`src/rtl/pair_pkg.sv`:
```
package pair_pkg;

    localparam int FAM_W      = 7;
    localparam int SHIFT_LOG  = 3;   // eight shift/rotate codes share the upper bits

    typedef logic [FAM_W-1:0] fam_t;

    localparam fam_t F_NOP   = 7'd0;
    localparam fam_t F_MOVE  = 7'd1;
    localparam fam_t F_MOVEA = 7'd2;
    localparam fam_t F_LEA   = 7'd3;
    localparam fam_t F_JMP   = 7'd4;
    localparam fam_t F_DBCC  = 7'd5;
    localparam fam_t F_ADD   = 7'd6;
    localparam fam_t F_SUB   = 7'd7;
    localparam fam_t F_OR    = 7'd8;
    localparam fam_t F_AND   = 7'd9;
    localparam fam_t F_EOR   = 7'd10;
    localparam fam_t F_NOT   = 7'd11;
    localparam fam_t F_CLR   = 7'd12;
    localparam fam_t F_NEG   = 7'd13;
    localparam fam_t F_ADDX  = 7'd14;
    localparam fam_t F_SUBX  = 7'd15;
    localparam fam_t F_ABCD  = 7'd16;
    localparam fam_t F_SBCD  = 7'd17;
    localparam fam_t F_EXG   = 7'd18;
    localparam fam_t F_CMP   = 7'd19;
    localparam fam_t F_CMPA  = 7'd20;
    localparam fam_t F_BTST  = 7'd21;
    localparam fam_t F_BCC   = 7'd22;
    localparam fam_t F_MULU  = 7'd23;
    localparam fam_t F_MULS  = 7'd24;
    localparam fam_t F_DIVU  = 7'd25;
    localparam fam_t F_DIVS  = 7'd26;
    localparam fam_t F_JSR   = 7'd27;
    localparam fam_t F_SHIFT_BASE = 7'd32;

    // Role of a family when it is the earlier member of a pair.
    typedef enum logic [2:0] {
        LEAD_NONE,
        LEAD_SHIFT,
        LEAD_EXG,
        LEAD_TEST,
        LEAD_MUL,
        LEAD_ADDSUB,
        LEAD_BCD
    } lead_e;

    // Groups a family belongs to when it is the later member of a pair.
    typedef struct packed {
        logic mv;
        logic mva;
        logic lea;
        logic jmp;
        logic dbcc;
        logic alu;
        logic ext;
        logic bcc;
        logic div;
        logic jsr;
    } follow_t;

    function automatic logic is_shift(fam_t f);
        return f[FAM_W-1:SHIFT_LOG] == F_SHIFT_BASE[FAM_W-1:SHIFT_LOG];
    endfunction

    // Which follower groups each leading role accepts.
    function automatic follow_t lead_mask(lead_e l);
        follow_t m;
        m = '0;
        case (l)
            LEAD_SHIFT: begin
                m.mv = 1'b1; m.mva = 1'b1; m.lea = 1'b1; m.jmp = 1'b1;
                m.dbcc = 1'b1; m.alu = 1'b1; m.ext = 1'b1;
            end
            LEAD_EXG:    begin m.dbcc = 1'b1; m.mv = 1'b1; m.mva = 1'b1; end
            LEAD_TEST:   m.bcc = 1'b1;
            LEAD_MUL:    begin m.mv = 1'b1; m.mva = 1'b1; m.div = 1'b1; m.jsr = 1'b1; end
            LEAD_ADDSUB: m.mv = 1'b1;
            LEAD_BCD:    m.dbcc = 1'b1;
            default:     m = '0;
        endcase
        return m;
    endfunction

endpackage

```
`src/rtl/pair_lead_class.sv`:
```
module pair_lead_class
    import pair_pkg::*;
(
    input  fam_t  fam,
    output lead_e lead
);
    always_comb begin
        if (is_shift(fam)) begin
            lead = LEAD_SHIFT;
        end else begin
            case (fam)
                F_EXG:                 lead = LEAD_EXG;
                F_CMP, F_CMPA, F_BTST: lead = LEAD_TEST;
                F_MULU, F_MULS:        lead = LEAD_MUL;
                F_ADD, F_SUB:          lead = LEAD_ADDSUB;
                F_ABCD, F_SBCD:        lead = LEAD_BCD;
                default:               lead = LEAD_NONE;
            endcase
        end
    end
endmodule

```
`src/rtl/pair_follow_class.sv`:
```
module pair_follow_class
    import pair_pkg::*;
(
    input  fam_t    fam,
    output follow_t grp
);
    always_comb begin
        grp      = '0;
        grp.mv   = (fam == F_MOVE);
        grp.mva  = (fam == F_MOVEA);
        grp.lea  = (fam == F_LEA);
        grp.jmp  = (fam == F_JMP);
        grp.dbcc = (fam == F_DBCC);
        grp.alu  = (fam >= F_ADD)  && (fam <= F_NEG);
        grp.ext  = (fam >= F_ADDX) && (fam <= F_SBCD);
        grp.bcc  = (fam == F_BCC);
        grp.div  = (fam == F_DIVU) || (fam == F_DIVS);
        grp.jsr  = (fam == F_JSR);
    end
endmodule

```
`src/rtl/pair_rule.sv`:
```
module pair_rule
    import pair_pkg::*;
(
    input  lead_e   lead,
    input  follow_t grp,
    output logic    ok
);
    localparam int GRP_W = $bits(follow_t);

    follow_t     mask;
    logic [GRP_W-1:0] hit;

    assign mask = lead_mask(lead);

    for (genvar g = 0; g < GRP_W; g++) begin : g_hit
        assign hit[g] = mask[g] & grp[g];
    end

    assign ok = |hit;
endmodule

```
`src/rtl/pair_detect.sv`:
```
module pair_detect
    import pair_pkg::*;
(
    input  logic             clk,
    input  logic             rst,
    input  logic             in_vld,
    input  logic [FAM_W-1:0] in_fam,
    output logic             pair_o,
    output logic [FAM_W-1:0] prev_fam_o
);
    fam_t    prev_q;
    logic    pair_q;
    lead_e   lead;
    follow_t grp;
    logic    ok;

    pair_lead_class u_lead (
        .fam  (prev_q),
        .lead (lead)
    );

    pair_follow_class u_follow (
        .fam (in_fam),
        .grp (grp)
    );

    pair_rule u_rule (
        .lead (lead),
        .grp  (grp),
        .ok   (ok)
    );

    always_ff @(posedge clk) begin
        if (rst) begin
            prev_q <= F_NOP;
            pair_q <= 1'b0;
        end else begin
            pair_q <= in_vld & ok;
            if (in_vld) begin
                prev_q <= in_fam;
            end
        end
    end

    assign pair_o     = pair_q;
    assign prev_fam_o = prev_q;
endmodule

```
`config.mk`:
```
export PLATFORM = sky130hd
export DESIGN_NAME = pair_detect
export DESIGN_NICKNAME = d
export VERILOG_FILES = /design/src/rtl/pair_pkg.sv /design/src/rtl/pair_lead_class.sv /design/src/rtl/pair_follow_class.sv /design/src/rtl/pair_rule.sv /design/src/rtl/pair_detect.sv
export SDC_FILE = /design/constraint.sdc
export NUM_CORES = 1
export LEC_CHECK = 0
export ABC_CLOCK_PERIOD_IN_PS = 2120
export BUFFER_PORTS_ARGS = -buffer_cell sky130_fd_sc_hd__clkbuf_2
export CORE_MARGIN = 5
export CORE_UTILIZATION = 49
export DETAILED_ROUTE_END_ITERATION = 8
export GPL_TIMING_DRIVEN = 0
export PLACE_DENSITY = 0.79
export SLEW_MARGIN = 10
export SYNTH_ARGS = -nofsm -noshare
export SYNTH_HDL_FRONTEND = slang
export SYNTH_HIERARCHICAL = 1
export SYNTH_SLANG_ARGS = --single-unit
```
`constraint.sdc`:
```
create_clock -name clk -period 2.12 [get_ports clk]
set_input_delay 0.106 -clock clk [delete_from_list [all_inputs] [get_ports clk]]
set_output_delay 0.106 -clock clk [all_outputs]
set_load 0.02 [all_outputs]
```
# Word level (Yosys, flattened, before mapping)

Memories as Yosys holds them, arrays and structs flattened. A register that Yosys moved wholly into a read port is not among the register bits.
Index checks and enable logic that the tools add are counted.

Bits in registers: 8
ROM bits: 96
Input bits: 10
Output and inout bits: 8
Logic and storage cells: 52
Memories kept: 1

Memories:

| memory           | words | width | rd ports | clocked after Yosys merged registers in | wr ports | RTL line              | RTL |
|---|---|---|---|---|---|---|---|
| (name not given) | 32    | 3     | 1        | 1                                       | 0        | pair_lead_class.sv:11 | `case (fam)` |

Order comparisons: 4
Eq/ne operators: 16
Muxes and demuxes: 10
Bitwise gates (word level): 11
Reduce and logical (&&, ||, !) cells: 8

Operators with widths:

| cell               | number |
|---|---|
| $eq 7x5->1 const B | 4 |
| $eq 7x2->1 const B | 2 |
| $eq 7x3->1 const B | 2 |
| $and 1x1->1        | 11 |
| $mux 5             | 2 |
| $reduce_or 10->1   | 1 |
| $eq 3x3->1 const B | 3 |
| $eq 7x1->1 const B | 1 |
| $ge 7x3->1 const B | 1 |
| $ge 7x4->1 const B | 1 |
| $le 7x4->1 const B | 1 |
| $le 7x5->1 const B | 1 |
| $eq 3x2->1 const B | 2 |
| $mux 3             | 2 |
| $reduce_or 3->1    | 2 |
| $eq 4x3->1 const B | 1 |
| $mux 1             | 4 |
| $mux 2             | 2 |
| $reduce_or 4->1    | 1 |
| $eq 3x1->1 const B | 1 |
| $logic_and 1x1->1  | 2 |
| $logic_not 2->1    | 1 |
| $logic_or 1x1->1   | 1 |

# Longest topological paths before layout

Depth after elaboration: 9
Depth in mapped cells: 8

# Cells and area by module

The synthesis kept the hierarchy.

Modules (own cells, without submodules):

| module            | instances | cells each | area each (µm²) | seq. area each (µm²) |
|---|---|---|---|---|
| pair_detect       | 1         | 26         | 280.3           | 160.2 |
| pair_follow_class | 1         | 23         | 186.4           | 0.0 |
| pair_rule         | 1         | 13         | 102.6           | 0.0 |
| pair_lead_class   | 1         | 13         | 93.8            | 0.0 |

# Worst setup path after synthesis

Ideal clock, no wire load.

Path kind: flip-flop to flip-flop
Start: reg prev_q[4] (netlist: prev_fam_o[4])
End: reg pair_q (netlist: pair_o)
Setup time: 0.116 ns
Arrival: 1.965 ns
Data required time: 2.004 ns
Slack: 0.038 ns
Stages on the path, launching flop included: 8
Path buffers: 0
Cell sequence: dfxtp_1 -> nand2b_4 -> a2111oi_0 -> nor2b_1 -> o221ai_2 -> a32o_1 -> nand2_1 -> nor2_1

Word-level cells in the longest chain between the ends: 8
Elaborated cells between the ends (all ways): 29
Classes of those cells: eq/ne (7); mux (7); bitwise (11); reduce/logical (4)

Ends and longest elaborated chain:

| element                                                      | RTL line             | RTL |
|---|---|---|
| from (decl)                                                  | pair_detect.sv:11    | `fam_t prev_q;` |
| from (signal assigned)                                       | pair_detect.sv:40    | `prev_q <= in_fam;` |
| $eq 4x3->1 (*)                                               | pair_pkg.sv:64       | `return f[FAM_W-1:SHIFT_LOG] == F_SHIFT_BASE[FAM_W-1:SHIFT_LOG];` |
| $mux 3 (*)                                                   | pair_lead_class.sv:8 | `if (is_shift(fam)) begin` |
| net lead[1]                                                  | pair_detect.sv:13    | `lead_e lead;` |
| $eq 3x1->1, or another cell as far along                     | pair_pkg.sv:71       | `case (l)` |
| $reduce_or 4->1 (no line) or $reduce_or 3->1 (tied branches) | n/a                  |  |
| $mux 1                                                       | pair_pkg.sv:71       |  |
| $and 1x1->1                                                  | pair_rule.sv:16      | `assign hit[g] = mask[g] & grp[g];` |
| $reduce_or 10->1 (*)                                         | pair_rule.sv:19      | `assign ok = \|hit;` |
| net ok                                                       | pair_detect.sv:15    | `logic ok;` |
| $and 1x1->1 (*)                                              | pair_detect.sv:38    | `pair_q <= in_vld & ok;` |
| to (signal assigned)                                         | pair_detect.sv:38    |  |
| to (decl)                                                    | pair_detect.sv:12    | `logic pair_q;` |

The timed path passes the listed nets; every way through them passes the cells marked *.
A chain may end at the register's enable or synchronous reset.

# Worst setup path in the final report

Start: reg prev_q[5] (netlist: prev_fam_o[5])
End: reg pair_q (netlist: pair_o)

Word-level cells in the longest chain between the ends: 9
Elaborated cells between the ends (all ways): 31
Classes of those cells: eq/ne (7); mux (8); bitwise (11); reduce/logical (5)

Ends and longest elaborated chain:

| element                                                      | RTL line |
|---|---|
| $logic_not 2->1                                              | pair_lead_class.sv:11 |
| $mux 3                                                       | pair_lead_class.sv:11 |
| $mux 3 (*)                                                   | pair_lead_class.sv:8 |
| net lead[1]                                                  | pair_detect.sv:13 |
| $eq 3x1->1, or another cell as far along                     | pair_pkg.sv:71 |
| $reduce_or 4->1 (no line) or $reduce_or 3->1 (tied branches) | n/a |
| $mux 1                                                       | pair_pkg.sv:71 |
| $and 1x1->1                                                  | pair_rule.sv:16 |
| $reduce_or 10->1 (*)                                         | pair_rule.sv:19 |
| net ok                                                       | pair_detect.sv:15 |
| $and 1x1->1 (*)                                              | pair_detect.sv:38 |

Marked as above.

==> impl_metrics.tcl <==
set metrics [dict create \
    status "finished, final reports clean" \
    netlist_area_um2 663 \
    postCtsSetupRepairBufs 0 \
    maxCapViolations 0 \
    die_area_um2 2190 \
    avgSynthCellArea_um2 8.84 \
    holdPathStages 3 \
    insertion_delay_ns 0.25 \
    nFillCells 126 \
    dp_cells 105 \
    finalSetupTns_ns 0 \
    synth-seq-cells 8 \
    endpoint_kind "register" \
    hold_viol_final 0 \
    syn_nets 85 \
    synth-seq-area-share_pct 24.2 \
    maxSlewHeadroom_pct 58.2 \
    min_to "pair_o" \
    netlist_instances 75 \
    grt_max_degree 11 \
    synth.largest_area_cell "dfxtp_1" \
    first_global_vias 586 \
    rows 13 \
    h-tree-depth 1 \
    rsz0062_at_grt "no" \
    drtPass1Iterations 4 \
    crit_chain "nand2b_4 > a2111oi_2 > or2b_1 > o221ai_2 > a32o_1 > nand2_1 > nor2_1" \
    yosysUniqueCellTypes 33 \
    path_buf_inv 0 \
    grt_overflow 0 \
    dr_total_vias 652 \
    clock_path_buffers 2 \
    cts.sinks 8 \
    dp_hpwl_mm 1.16 \
    fin_crit_ns 1.87 \
    grt_pass1_wl_mm 2.49 \
    finalCritPeriodShare_pct 88.0 \
    required_ns 2.32 \
    path_delay_family "compound AO/OA/AOI/OAI gates" \
    routed_wl_mm 1.56 \
    io_pins 18 \
    routedWlPerCell_um 14.5 \
    worst_hold_path_type "in2reg" \
    criticalPathCategory "reg2reg" \
    regToRegSetupSlack_ns 0.25 \
    post_dp_cell_area_um2 757 \
    die_h_um 46.8 \
    worstMarginPinSlew_ns 0.625 \
    multi_input_area_um2 467 \
    dr.first_iter.drc_count 8 \
    drtAntennaViolNets 0 \
    r2r-end "pair_o" \
    clock-root-buffer "clkbuf_4" \
    crit_arrival_ns 2.06 \
    area_growth_pct 18.5 \
    finClkSkew_ns 0.00511 \
    final_max_slew_viol_count 0 \
    yosysWarnings 6 \
    drc 0 \
    power_uw 391 \
    track_usage_pct 15.8 \
    cts_inserted_buffers 3 \
    layout.nets 105 \
    drive_gt1_share_pct 35.5 \
    initial_core_util_pct 51.6 \
    path_clk_slew_ns 0.05 \
    yosys-top-cells-area "dfxtp_1, mux2i_1, nor2_1, or4b_4, a211oi_2" \
    fin_area_um2 786 \
    routabilityCongestion 0.772 \
    slowest_delay_ns 0.56 \
    synth_top_area_share_pct 24.2 \
    leakage_uw 0.000312 \
    power.density_nw_per_um2 498 \
    timing.rr.start "prev_fam_o[5]" \
    worstHoldStart "in_vld" \
    startpoint_type "register" \
    setup_viol 0 \
    r2r_cells 7 \
    die_w_um 46.8 \
    fp.coreArea_um2 1280 \
    seqCellArea_um2 160 \
    holdWs_ns 0.112 \
    cts_tree "built" \
    vdd_drop_max_uv 463 \
    crit_fanout 6 \
    vias_per_cell 6.04 \
    slowest_stage "a2111oi_2" \
    n_antenna_cell 0 \
    portBuffers 15 \
    antenna_found_initial 0 \
    fmax_ghz 0.536 \
    final_cells 108 \
]
worst register-to-register path: stages, from the launching register on:
cell and delay (ns):
dfxtp_1 0.36, nand2b_4 0.17, a2111oi_2 0.56, or2b_1 0.30
o221ai_2 0.14, a32o_1 0.16, nand2_1 0.06, nor2_1 0.07
worst max path at each step:
stage | depth (start not counted) | slack [ns] | endpoint | startpoint
floorplan | 7 | 0.04 | pair_o | prev_fam_o[4]
global placement | 7 | -0.13 | pair_o | prev_fam_o[5]
detailed placement | 7 | -0.22 | pair_o | prev_fam_o[5]
CTS | 7 | 0.03 | pair_o | prev_fam_o[5]
global route | 7 | 0.13 | pair_o | prev_fam_o[5]
finish | 7 | 0.25 | pair_o | prev_fam_o[5]
kinds of logic after synthesis:
logic type             after synthesis  share of synthesized area [%]
AO/OA/AOI/OAI                       15                           20.8
multiplexers                         7                           10.6
flip-flops                           8                           24.2
AND/OR/NAND/NOR                     38                           38.1
buffers and inverters                7                           6.41
flip-flops by register name, indices dropped and copies added (netlist names):
name and count:
prev_fam_o 7, pair_o 1
report_power, final:
group          internal (uW)  switching (uW)
Clock                   64.7            50.0
Combinational           46.5            56.6
Sequential               159            14.7
through the flow:
step | utilization (%) | worst slack [ns]
floorplan | - | 0.0382
global placement | 58.9 | -0.127
detailed placement | 58.9 | -0.218
CTS | 60.8 | 0.0267
global route | 61.1 | 0.134
finish | 61.1 | 0.254
placed cells by master (no fill, tap or decap), drive strengths merged, types with 2 or more instances in the layout:
cell	n
or4b	3
nand2b	4
dfxtp	8
a21oi	3
buf	2
nand3b	3
o21bai	2
a211oi	3
inv	4
clkbuf	19
nor3	5
nor2	10
nand2	2
mux2i	7
nor4	5
or2b	2
routing by layer:
| metal | part of all wire, % | global-route usage [%] | vias to the layer above | wire length (um) |
|---|---|---|---|---|
| li1 | - | - | 325 | - |
| met2 | 46 | 23.0 | 27 | 714 |
| met1 | 46 | 20.6 | 296 | 723 |
| met5 | 0 | 0 | - | 0 |
| met3 | 6.2 | 6.51 | 4 | 97 |
| met4 | 1.9 | 6.63 | 0 | 29 |
synthesized netlist by cell type:
master      n
nor2_1     10
dfxtp_1     8
mux2i_1     7
inv_1       4
nor3_1      4
a21oi_1     3
nand2b_1    3
nand3b_1    3
nor4_1      3
a211oi_2    2
buf_6       2
nand2_1     2
nor4_2      2
or2b_1      2
or4b_4      2
a2111o_1    1
a2111oi_0   1
a211oi_1    1
a21bo_2     1
a32o_1      1
clkbuf_2    1
nand2b_4    1
nand3_1     1
nand4b_1    1
nor2b_1     1
nor3_2      1
o2111ai_1   1
o21a_1      1
o21bai_1    1
o21bai_2    1
o221ai_2    1
or3_1       1
or4b_1      1
cell type report:
type | instances | area share (%)
plain buffers | 3 | 3.50
clock buffers | 3 | 2.87
inverters | 4 | 1.91
multi-input cells | 60 | 59.4
flip-flops and latches | 8 | 20.4
well taps | 15 | 2.39
repair buffers | 15 | 9.55
what timing repair did:
action / in CTS / in global routing
resized for setup: 1 / 1
hold buffers: 0 / 0
setup endpoints to repair: 1 / 1
Note: power is estimated with default switching activity, not from simulation.
